$ cat config.mk
export PLATFORM = sky130hd
export DESIGN_NAME = cas_exit_node
export DESIGN_NICKNAME = d
export VERILOG_FILES = /design/src/rtl/cas_exit_pkg.sv /design/src/rtl/cas_tok_qual.sv /design/src/rtl/cas_slot_dec.sv /design/src/rtl/cas_hit_rec.sv /design/src/rtl/cas_all_set.sv /design/src/rtl/cas_exit_node.sv
export SDC_FILE = /design/constraint.sdc
export NUM_CORES = 1
export LEC_CHECK = 0
export ABC_CLOCK_PERIOD_IN_PS = 1000
export BUFFER_PORTS_ARGS = -buffer_cell sky130_fd_sc_hd__buf_2
export CELL_PAD_IN_SITES_DETAIL_PLACEMENT = 1
export CELL_PAD_IN_SITES_GLOBAL_PLACEMENT = 2
export CORE_AREA = 2 2 41 58
export CTS_CLUSTER_DIAMETER = 30
export DETAILED_ROUTE_END_ITERATION = 8
export DIE_AREA = 0 0 43 60
export PLACE_DENSITY = 0.74
export SETUP_SLACK_MARGIN = 0.2
export SYNTH_ARGS = -nofsm -noshare
export SYNTH_HDL_FRONTEND = slang
export SYNTH_SLANG_ARGS = --single-unit
$ cat constraint.sdc
create_clock -name clk_i -period 1 [get_ports clk_i]
set_input_delay 0.1 -clock clk_i [delete_from_list [all_inputs] [get_ports clk_i]]
set_output_delay 0.1 -clock clk_i [all_outputs]
set_load 0.01 [all_outputs]
$ cat src/rtl/cas_exit_pkg.sv
package cas_exit_pkg;
  localparam int unsigned SUM_W = 8;
  localparam int unsigned ERR_W = 4;

  typedef enum logic [1:0] {
    TK_CHAR = 2'd0,
    TK_NUM  = 2'd1,
    TK_PAD  = 2'd2,
    TK_RSV  = 2'd3
  } tok_kind_e;
endpackage

$ cat src/rtl/cas_tok_qual.sv
module cas_tok_qual
  import cas_exit_pkg::*;
(
  input  logic             valid_i,
  input  logic [1:0]       kind_i,
  input  logic [SUM_W-1:0] sum_i,
  input  logic [ERR_W-1:0] err_max_i,
  output logic             hit_o
);
  localparam int unsigned PAD_W = SUM_W - ERR_W;

  logic is_num;
  logic in_limit;

  assign is_num   = valid_i && (tok_kind_e'(kind_i) == TK_NUM);
  // full-width compare so large sums never alias into range
  assign in_limit = sum_i <= {{PAD_W{1'b0}}, err_max_i};
  assign hit_o    = is_num && in_limit;
endmodule

$ cat src/rtl/cas_slot_dec.sv
module cas_slot_dec #(
  parameter int unsigned NUM_STR = 6,
  parameter int unsigned IDX_W   = 3
) (
  input  logic             en_i,
  input  logic [IDX_W-1:0] idx_i,
  output logic [NUM_STR-1:0] mask_o
);
  for (genvar g = 0; g < NUM_STR; g++) begin : g_slot
    assign mask_o[g] = en_i && (idx_i == IDX_W'(g));
  end
endmodule

$ cat src/rtl/cas_hit_rec.sv
module cas_hit_rec #(
  parameter int unsigned NUM_STR = 6
) (
  input  logic               clk_i,
  input  logic               rst_ni,
  input  logic               clear_i,
  input  logic [NUM_STR-1:0] set_i,
  output logic [NUM_STR-1:0] rec_o
);
  logic [NUM_STR-1:0] rec_q;

  always_ff @(posedge clk_i or negedge rst_ni) begin
    if (!rst_ni)      rec_q <= '0;
    else if (clear_i) rec_q <= '0;
    else              rec_q <= rec_q | set_i;
  end

  assign rec_o = rec_q;
endmodule

$ cat src/rtl/cas_all_set.sv
module cas_all_set #(
  parameter int unsigned NUM_STR = 6
) (
  input  logic [NUM_STR-1:0] rec_i,
  output logic               all_o
);
  assign all_o = &rec_i;
endmodule

$ cat src/rtl/cas_exit_node.sv
module cas_exit_node
  import cas_exit_pkg::*;
#(
  parameter int unsigned NUM_STR = 6,
  localparam int unsigned IDX_W  = $clog2(NUM_STR + 1)
) (
  input  logic               clk_i,
  input  logic               rst_ni,
  input  logic               tok_valid_i,
  input  logic [1:0]         tok_kind_i,
  input  logic [SUM_W-1:0]   tok_sum_i,
  input  logic [IDX_W-1:0]   str_idx_i,
  input  logic [ERR_W-1:0]   err_max_i,
  input  logic               clear_i,
  output logic [NUM_STR-1:0] record_o,
  output logic               verified_o
);
  logic               hit;
  logic [NUM_STR-1:0] set_mask;

  cas_tok_qual i_qual (
    .valid_i  (tok_valid_i),
    .kind_i   (tok_kind_i),
    .sum_i    (tok_sum_i),
    .err_max_i(err_max_i),
    .hit_o    (hit)
  );

  cas_slot_dec #(.NUM_STR(NUM_STR), .IDX_W(IDX_W)) i_dec (
    .en_i  (hit),
    .idx_i (str_idx_i),
    .mask_o(set_mask)
  );

  cas_hit_rec #(.NUM_STR(NUM_STR)) i_rec (
    .clk_i  (clk_i),
    .rst_ni (rst_ni),
    .clear_i(clear_i),
    .set_i  (set_mask),
    .rec_o  (record_o)
  );

  cas_all_set #(.NUM_STR(NUM_STR)) i_all (
    .rec_i(record_o),
    .all_o(verified_o)
  );
endmodule

==> metrics.yaml, run 1 <==
synth:
  yosys.area.top_type: "dfrtp_1"
  netlist_area_sq_um: 390
  avgSynthCellArea_sq_um: 8.67
  synth_top_area_share_pct: 38.5
  ys_top_cells_by_area: "dfrtp_1 (38%), ha_1 (13%), a21oi_1 (9.0%), nor2_1 (8.7%), nor4b_1 (6.7%)"
  synth_warnings: 0
  synth_seq_area_share_pct: 38.5
  synth_nets: 70
  synth_seq_cells: 6
  yosysUniqueCellTypes: 16
  synth_cells: 45
die:
  initial_core_util_pct: 18.6
  row_count: 20
  coreArea_sq_mm: 0.00210
  dieWidth_um: 43
  dieArea_sq_mm: 0.00258
  die_h_um: 60
  io_pins: 28
grt:
  grt_pass1_vias: 529
  antenna_found_initial: 0
  grt_max_degree: 7
  track_usage_pct: 12.0
  gr-total-overflow: 0
  grt_pass1_wl_um: 2240
cts:
  path_clk_slew_ps: 40
  cts_tree: "built"
  htree_levels: 1
  clock_path_buffers: 2
  cts_root_buffer: "clkbuf_4"
  cts-buffers-inserted: 3
  clock_latency_ps: 240
  clock-sinks: 6
run_status:
  violations: "negative setup slack"
  status: "complete, but fails checks"
timing:
  final_max_slew_viol_count: 0
  clock.fmax_mhz: 979
  relSlewSlack_pct: 77.2
  rsz0062_at_grt: "true"
  final-hold-violation-count: 0
  skew_ps: 0
  fin_crit_ps: 1020
  finalSetupViolations: 8
  tightest_slew_ps: 339
  finalCritPeriodShare_pct: 102
  hold_slack_ps: 77.4
  layout_setup_ws_ps: -21.0
critical_path:
  crit_chain: "buf_8, inv_6, ha_4, nor2b_2, o21ai_2, a32o_2, a21oi_2, nor2_1"
  cp.depth: 8
  crit_fanout: 6
  cp_num_buf_inv: 2
  critPathTopFamily: "compound AO/OA/AOI/OAI gates"
  critPathRequiredTime_ps: 1130
  critPathArrivalTime_ps: 1150
  critPathMaxStageDelay_ps: 290
  start_kind: "input port"
  crit_type: "in -> reg"
  worstSetupEndpointType: "flop"
  critPathSlowestCell: "a32o_2"
  reg2reg_depth: 3
detailed_routing:
  wl_per_cell_um: 12.7
  drt-total-wl_um: 1330
  via_count: 481
  via_per_inst: 4.58
  final_antenna_net_count: 0
  drtPass1Iterations: 3
  drcViolationCount: 0
  drt_iter0_drc: 6
final_layout:
  area_delta_synth_final_pct: 106
  ff_latch_area_sq_um: 150
  diodes: 0
  layoutNonFillerInstCount: 105
  fin_nets: 110
  drive_gt1_share_pct: 68.7
  multiInputGateArea_sq_um: 314
  nFillCells: 253
  utilization_pct: 38.3
  largest_reg_flops: 6
worst_hold_path:
  whs_path_depth: 2
  hold_path.class: "in -> reg"
placed_design:
  io_buffer_count: 27
  place_inst: 95
  gp_congestion: 0.756
  detailed_place_hpwl_um: 970
power_and_ir_drop:
  p_leak_uw: 0.000376
  ir_drop_uv: 409
  power.density_mw_per_mm2: 785
job:
  drv_cap: 0
-- layer usage --
metal	part of all wire, %	GRT usage (%)	routed length, um
met1	36	11.5	474
met2	56	22.9	742
met3	6.3	2.11	84
met4	2.1	7.79	28
met5	0	0	0
-- cell type report --
type | count | area share, %
multi-input combinational | 35 | 39.0
inverter | 4 | 4.35
sequential | 6 | 18.7
timing repair buffer | 35 | 31.7
clock buffer | 3 | 2.80
tap | 22 | 3.42
-- cell usage in the layout, fill, tap and decap left out, types with 2 or more instances in the layout --
| cell type | instances |
|---|---|
| buf_2 | 19 |
| nor2_1 | 9 |
| buf_4 | 7 |
| a21oi_2 | 6 |
| dfrtp_1 | 6 |
| buf_6 | 6 |
| nor4b_2 | 3 |
| ha_4 | 3 |
| clkbuf_4 | 3 |
| nand2_1 | 2 |
| nand3b_1 | 2 |
| buf_8 | 2 |
-- cells by family after synthesis --
kind of cell	share of synthesized area, %
DFF	38.5
and+or+nand+nor	32.1
adders and majority gates	12.8
buffers and inverters	3.85
AOI/OAI and AO/OA	12.8
-- where the power goes --
group	switching [uW]	internal [uW]	leakage, uW
Combinational	77.6	93.4	0.000279
Clock	81.4	135	0.0000138
Sequential	0.140	244	0.0000839
-- path summary, 6_finish.rpt --
path                           startpoint             end  slack, ps
hold reg to reg            i_rec.rec_o[3]  i_rec.rec_o[3]        600
setup reg to reg           i_rec.rec_o[2]  i_rec.rec_o[2]        190
hold / removal                    clear_i  i_rec.rec_o[4]         80
setup / recovery             err_max_i[1]  i_rec.rec_o[3]        -20
min in group asynchronous          rst_ni  i_rec.rec_o[3]        210
max in group asynchronous          rst_ni  i_rec.rec_o[1]        650
-- synthesized netlist by cell type --
cell,number
inv_1,4
ha_1,4
nor2b_1,1
o21ai_0,1
nor3_1,1
nand4_1,1
nor2_1,9
nor4_1,1
a32o_1,1
dfrtp_1,6
a21oi_1,7
nor4b_1,3
and4bb_2,1
and2_1,1
nand2_1,2
nand3b_1,2
-- repair_timing --
action	4_1_cts	5_1_grt
buffers inserted	6	0
pin swaps	13	3
hold buffers	1	0
setup endpoints to repair	13	13
gates resized for setup	20	3
hold endpoints to repair	6	0
-- stage by stage --
stage | instance area, sq um | setup slack (ps) | power (uW) | setup TNS (ps)
finish | 805 | -21.0 | 632 | -117
floorplan | 452 | -96.7 | 310 | -537
global route | 805 | -68.1 | 662 | -422
CTS | 792 | -21.5 | 636 | -27.9
detailed placement | 622 | -351 | 384 | -2050
global placement | 622 | -344 | 380 | -2000
Power figures use the tool's default switching activity.
==> run 2, diff against run 1 <==
SKIP_CTS_REPAIR_TIMING = 1   (was not set)
==> run 2 against run 1 <==
  * The flow still finishes with violations (negative setup slack)
  * Register-to-register slack about the same
  * Wire length increased by 0.83%
  * Final cell count unchanged
  * Combinational power rose by 3%
  * Hold slack about the same
  * Final area is 0.93% higher
  * Sequential cell count unchanged
  * First-iteration DRC count down 33%
  * Critical path depth decreased by 5
==> metrics.yaml, run 2 (synthesis results as in run 1) <==
detailed_routing:
  met2_length_um: 759  # +2.3%
  met3_wirelength_um: 80  # -4.8%
  drcViolationCount: 0  # unchanged
  wl_per_cell_um: 12.8  # +0.83%
  wirelength_met1_um: 472  # -0.42%
  drtPass1Iterations: 3  # unchanged
  final_antenna_net_count: 0  # unchanged
  drt-total-wl_um: 1340  # +0.83%
  via_count: 480  # -0.21%
  via_per_inst: 4.57  # -0.21%
  dr.max_layer_used: "met4"
  drt_iter0_drc: 4  # -2
timing:
  relSlewSlack_pct: 78.6  # +1.4 points
  skew_ps: 0  # unchanged
  clock.fmax_mhz: 948  # -3.2%
  finalSetupViolations: 7  # -1
  fin_crit_ps: 1050  # +33.8 ps
  tightest_slew_ps: 321  # -18.6 ps
  rsz0062_at_grt: "true"
  final_max_slew_viol_count: 0  # unchanged
  final-hold-violation-count: 0  # unchanged
  layout_setup_ws_ps: -54.8  # -33.8 ps
  finalCritPeriodShare_pct: 105  # +3.4 points
die:
  initial_core_util_pct: 18.6  # unchanged
  dieWidth_um: 43  # unchanged
  die_h_um: 60  # unchanged
  dieArea_sq_mm: 0.00258  # unchanged
  row_count: 20  # unchanged
  coreArea_sq_mm: 0.00210  # unchanged
  io_pins: 28  # unchanged
grt:
  grt_pass1_vias: 446  # -16%
  gr-total-overflow: 0  # unchanged
  grt_max_degree: 7  # unchanged
  grt_pass1_wl_um: 1840  # -18%
  antenna_found_initial: 0  # unchanged
  track_usage_pct: 9.88  # -2.1 points
cts:
  path_clk_slew_ps: 40  # about the same
  htree_levels: 1  # unchanged
  clock_path_buffers: 2  # unchanged
  clock-sinks: 6  # unchanged
  clock_latency_ps: 240  # about the same
  cts_root_buffer: "clkbuf_4"
  cts-buffers-inserted: 3  # unchanged
  cts_tree: "built"
critical_path:
  crit_type: "reg -> out"
  worstSetupEndpointType: "primary output"
  critPathMaxStageDelay_ps: 390  # +100 ps
  critPathRequiredTime_ps: 900  # -230 ps
  cp_num_buf_inv: 1  # -1
  crit_chain: "nand4_1, nor2_1, buf_2"
  crit_fanout: 3  # -3
  start_kind: "flop"
  critPathSlowestCell: "dfrtp_1"
  critPathArrivalTime_ps: 950  # -200 ps
  critPathTopFamily: "flip-flops"
final_layout:
  layoutNonFillerInstCount: 105  # unchanged
  diodes: 0  # unchanged
  drive_gt1_share_pct: 69.9  # +1.2 points
  area_delta_synth_final_pct: 108
  largest_reg_flops: 6  # unchanged
  layout_commonest_cell: "buf_2"
  fin_nets: 110  # unchanged
  final_area_sq_um: 812  # +0.93%
  nFillCells: 254  # +0.40%
  layout_common_cells: "buf_2 (19), nor2_1 (9), buf_6 (7), buf_4 (7)"
  utilization_pct: 38.6  # +0.36 points
placed_design:
  dpl_cell_area_sq_um: 622  # unchanged
  io_buffer_count: 27  # unchanged
  place_inst: 95  # unchanged
  detailed_place_hpwl_um: 970  # unchanged
  post-place-ws_ps: -351  # unchanged
  gp_congestion: 0.756  # unchanged
power_and_ir_drop:
  fin_total_pwr_uw: 636  # +0.59%
  ir_drop_uv: 418  # +2.4%
  p_leak_uw: 0.000379  # +0.55%
  power.density_mw_per_mm2: 783  # -0.34%
run_status:
  violations: "negative setup slack"
  status: "complete, but fails checks"
job:
  drv_cap: 0  # unchanged
worst_hold_path:
  hold_path.class: "in -> reg"
-- run 2: worst paths after layout --
path	startpoint	end	slack [ps]	cells after the start
min in group asynchronous	rst_ni	i_rec.rec_o[3]	210	2
worst max-delay path	i_rec.rec_o[0]	verified_o	-50	3
worst max register to register	i_rec.rec_o[2]	i_rec.rec_o[2]	190	3
max in group asynchronous	rst_ni	i_rec.rec_o[1]	650	2
worst min-delay path	clear_i	i_rec.rec_o[3]	80	2
worst min register to register	i_rec.rec_o[4]	i_rec.rec_o[4]	530	2
-- run 2: power by group --
part | leakage (uW) | total [uW] | switching, uW | internal, uW
sequential | 0.0000839 | 244 | 0.196 | 244
combinational | 0.000281 | 176 | 79.3 | 96.4
clock | 0.0000138 | 216 | 80.5 | 135
-- run 2: layer usage --
metal / GRT usage (%) / vias to the layer above
met3: 1.81 / 4
met1: 9.98 / 222
met5: 0 / -
met4: 7.79 / 0
met2: 17.5 / 17
li1: - / 237
-- run 2: through the flow --
stage | hold WS [ps] | TNS [ps]
after floorplan | -196 | -537
after global placement | -71.2 | -2000
after detailed placement | -72.9 | -2050
after CTS | -334 | -601
after global routing | 81.7 | -474
final | 77.3 | -109
-- run 2: layout make-up --
| class | count | area (sq um) | area share, % |
|---|---|---|---|
| timing repair buffer | 35 | 251 | 31.0 |
| inverter | 4 | 35.0 | 4.31 |
| multi-input combinational | 35 | 325 | 40.1 |
| clock buffer | 3 | 22.5 | 2.77 |
| sequential | 6 | 150 | 18.5 |
| tap | 22 | 27.5 | 3.39 |
==> run 3, diff against run 2 <==
==> constraint.sdc (replaced) <==
create_clock -name clk_i -period 1 [get_ports clk_i]
set_input_delay 0.2 -clock clk_i [delete_from_list [all_inputs] [get_ports clk_i]]
set_output_delay 0.2 -clock clk_i [all_outputs]
set_load 0.01 [all_outputs]
==> run 3 against run 2 <==
  * The flow still finishes with violations (negative setup slack)
  * Non-clock buffer count rose by 1
  * Critical endpoint unchanged
  * Hold slack better by 120 ps
  * Largest cell class unchanged
  * Via count rose by 2.5%
  * Combinational power down 5%
  * Maximum frequency decreased by 10%
  * Total power fell by 2.1%
==> metrics.yaml, run 3 (synthesis results as in run 1) <==
run_status:
  status: "complete, but fails checks"
  violations: "negative setup slack"
timing:
  finalCritPeriodShare_pct: 117  # +12 points
  final-hold-violation-count: 0  # unchanged
  finalSetupViolations: 9  # +2
  layout_setup_ws_ps: -175  # -120 ps
  rsz0062_at_grt: "true"
  final_max_slew_viol_count: 0  # unchanged
  clock.fmax_mhz: 851  # -10%
  tns_ps: -803  # -694 ps
  skew_ps: 0  # unchanged
  relSlewSlack_pct: 75.4  # -3.2 points
  tightest_slew_ps: 366  # +45.1 ps
  fin_crit_ps: 1170  # +120 ps
cts:
  cts_tree: "built"
  cts-buffers-inserted: 3  # unchanged
  clock-sinks: 6  # unchanged
  clock_path_buffers: 2  # unchanged
  path_clk_slew_ps: 40  # about the same
  clock_latency_ps: 230  # about the same
  cts_root_buffer: "clkbuf_4"
  htree_levels: 1  # unchanged
placed_design:
  post-place-ws_ps: -460  # -109 ps
  detailed_place_hpwl_um: 985  # +1.6%
  gp_congestion: 0.694  # -8.3%
  io_buffer_count: 27  # unchanged
critical_path:
  reg2reg_to: "i_rec.rec_o[5]"
  cp.depth: 3  # unchanged
  start_kind: "flop"
  crit_fanout: 3  # unchanged
  r2r_start: "i_rec.rec_o[5]"
  r2r_slack_ps: 120  # -70 ps
  critPathRequiredTime_ps: 800  # -100 ps
  reg2reg_depth: 4  # +1
  critPathTopFamily: "flip-flops"
  worstSetupEndpointType: "primary output"
  cp_num_buf_inv: 1  # unchanged
  crit_type: "reg -> out"
  critPathArrivalTime_ps: 970  # +20 ps
  critPathSlowestCell: "dfrtp_1"
  critPathMaxStageDelay_ps: 370  # -20 ps
  crit_chain: "nand4_1, nor2_2, buf_2"
grt:
  antenna_found_initial: 0  # unchanged
  track_usage_pct: 9.08  # -0.80 points
  grt_pass1_vias: 472  # +5.8%
  grt_max_degree: 7  # unchanged
  gr-total-overflow: 0  # unchanged
  grt_pass1_wl_um: 1790  # -2.2%
power_and_ir_drop:
  p_comb_share_pct: 27.1  # -0.5 points
  swShare_pct: 23.9  # -1.3 points
  ir_drop_uv: 427  # +2.1%
  clockPowerShare_pct: 33.7  # -0.2 points
  fin_total_pwr_uw: 622  # -2.1%
  power.density_mw_per_mm2: 771  # -1.5%
  power.internal_uw: 474  # -0.40%
  p_leak_uw: 0.000383  # +1.3%
  p_sw_uw: 148  # -7.2%
  seq_power_share_pct: 39.3  # +0.9 points
final_layout:
  nFillCells: 255  # +0.39%
  area_delta_synth_final_pct: 107
  layout_commonest_cell: "buf_2"
  diodes: 0  # unchanged
  drive_gt1_share_pct: 67.9  # -2.0 points
  multiInputGateArea_sq_um: 312  # -4.2%
  layout_common_cells: "buf_2 (20), nor2_1 (8), buf_6 (8)"
  ff_latch_area_sq_um: 150  # unchanged
  largest_reg_flops: 6  # unchanged
  fin_nets: 111  # +0.91%
detailed_routing:
  via_count: 492  # +2.5%
  drcViolationCount: 0  # unchanged
  via_per_inst: 4.64  # +1.5%
  drtPass1Iterations: 2  # -1
  wl_per_cell_um: 11.6  # -9.1%
  drt_iter0_drc: 1  # -3
  drt-total-wl_um: 1230  # -8.2%
  final_antenna_net_count: 0  # unchanged
die:
  dieWidth_um: 43  # unchanged
  row_count: 20  # unchanged
  dieArea_sq_mm: 0.00258  # unchanged
  die_h_um: 60  # unchanged
  initial_core_util_pct: 18.6  # unchanged
  coreArea_sq_mm: 0.00210  # unchanged
  io_pins: 28  # unchanged
worst_hold_path:
  hold_path_end: "i_rec.rec_o[4]"
  hold_path.class: "in -> reg"
  whs_path_depth: 2  # unchanged
  hold_path.startpoint: "clear_i"
job:
  drv_cap: 0  # unchanged
[run 3: cell types whose count changed in the layout (fill, tap and decap cells not counted), sizes merged]
cell / change
buf: +1
[run 3: area by class of cell]
cell class,count,area share (%)
clock buffer,3,2.79
inverter,4,4.34
tap,22,3.41
sequential,6,18.6
timing repair buffer,36,32.2
multi-input combinational,35,38.6
[run 3: through the flow]
step                      instances  instance area [sq um]  util [%]  hold slack, ps
after detailed placement         96                    632      30.1            29.0
after CTS                        99                    654      31.1            -233
after global routing            106                    807      38.4             205
after global placement           96                    632      30.1            29.8
after floorplan                  45                    454         -           -95.6
final                           106                    807      38.4             194
[run 3: routing by layer]
metal,track usage (%),vias up,part of all wire (%)
li1,-,242,-
met1,10.2,229,37
met2,16.5,21,53
met3,1.81,0,9.4
met4,3.90,0,0
met5,0,-,0
[run 3: worst register-to-register path, delay by kind of cell, from the launching register on]
family,cells,cell delay [ps]
flip-flops,1,380
AND/OR/NAND/NOR,1,50
buffers and inverters,2,240
AO/OA/AOI/OAI,1,90
[run 3: worst max path at each step]
stage               slack [ps]      startpoint        endpoint
finish                    -170  i_rec.rec_o[2]      verified_o
CTS                       -210    err_max_i[3]  i_rec.rec_o[4]
floorplan                 -200    err_max_i[3]  i_rec.rec_o[1]
global route              -230  i_rec.rec_o[2]      verified_o
global placement          -440    err_max_i[3]  i_rec.rec_o[0]
detailed placement        -460    err_max_i[3]  i_rec.rec_o[4]
[run 3: power by group through the flow]
stage               Clock (uW)  Combinational [uW]  Sequential, uW
global placement             0                 132             248
floorplan                    0                62.1             248
global route               241                 190             244
detailed placement           0                 137             248
finish                     209                 168             244
CTS                        225                 137             244
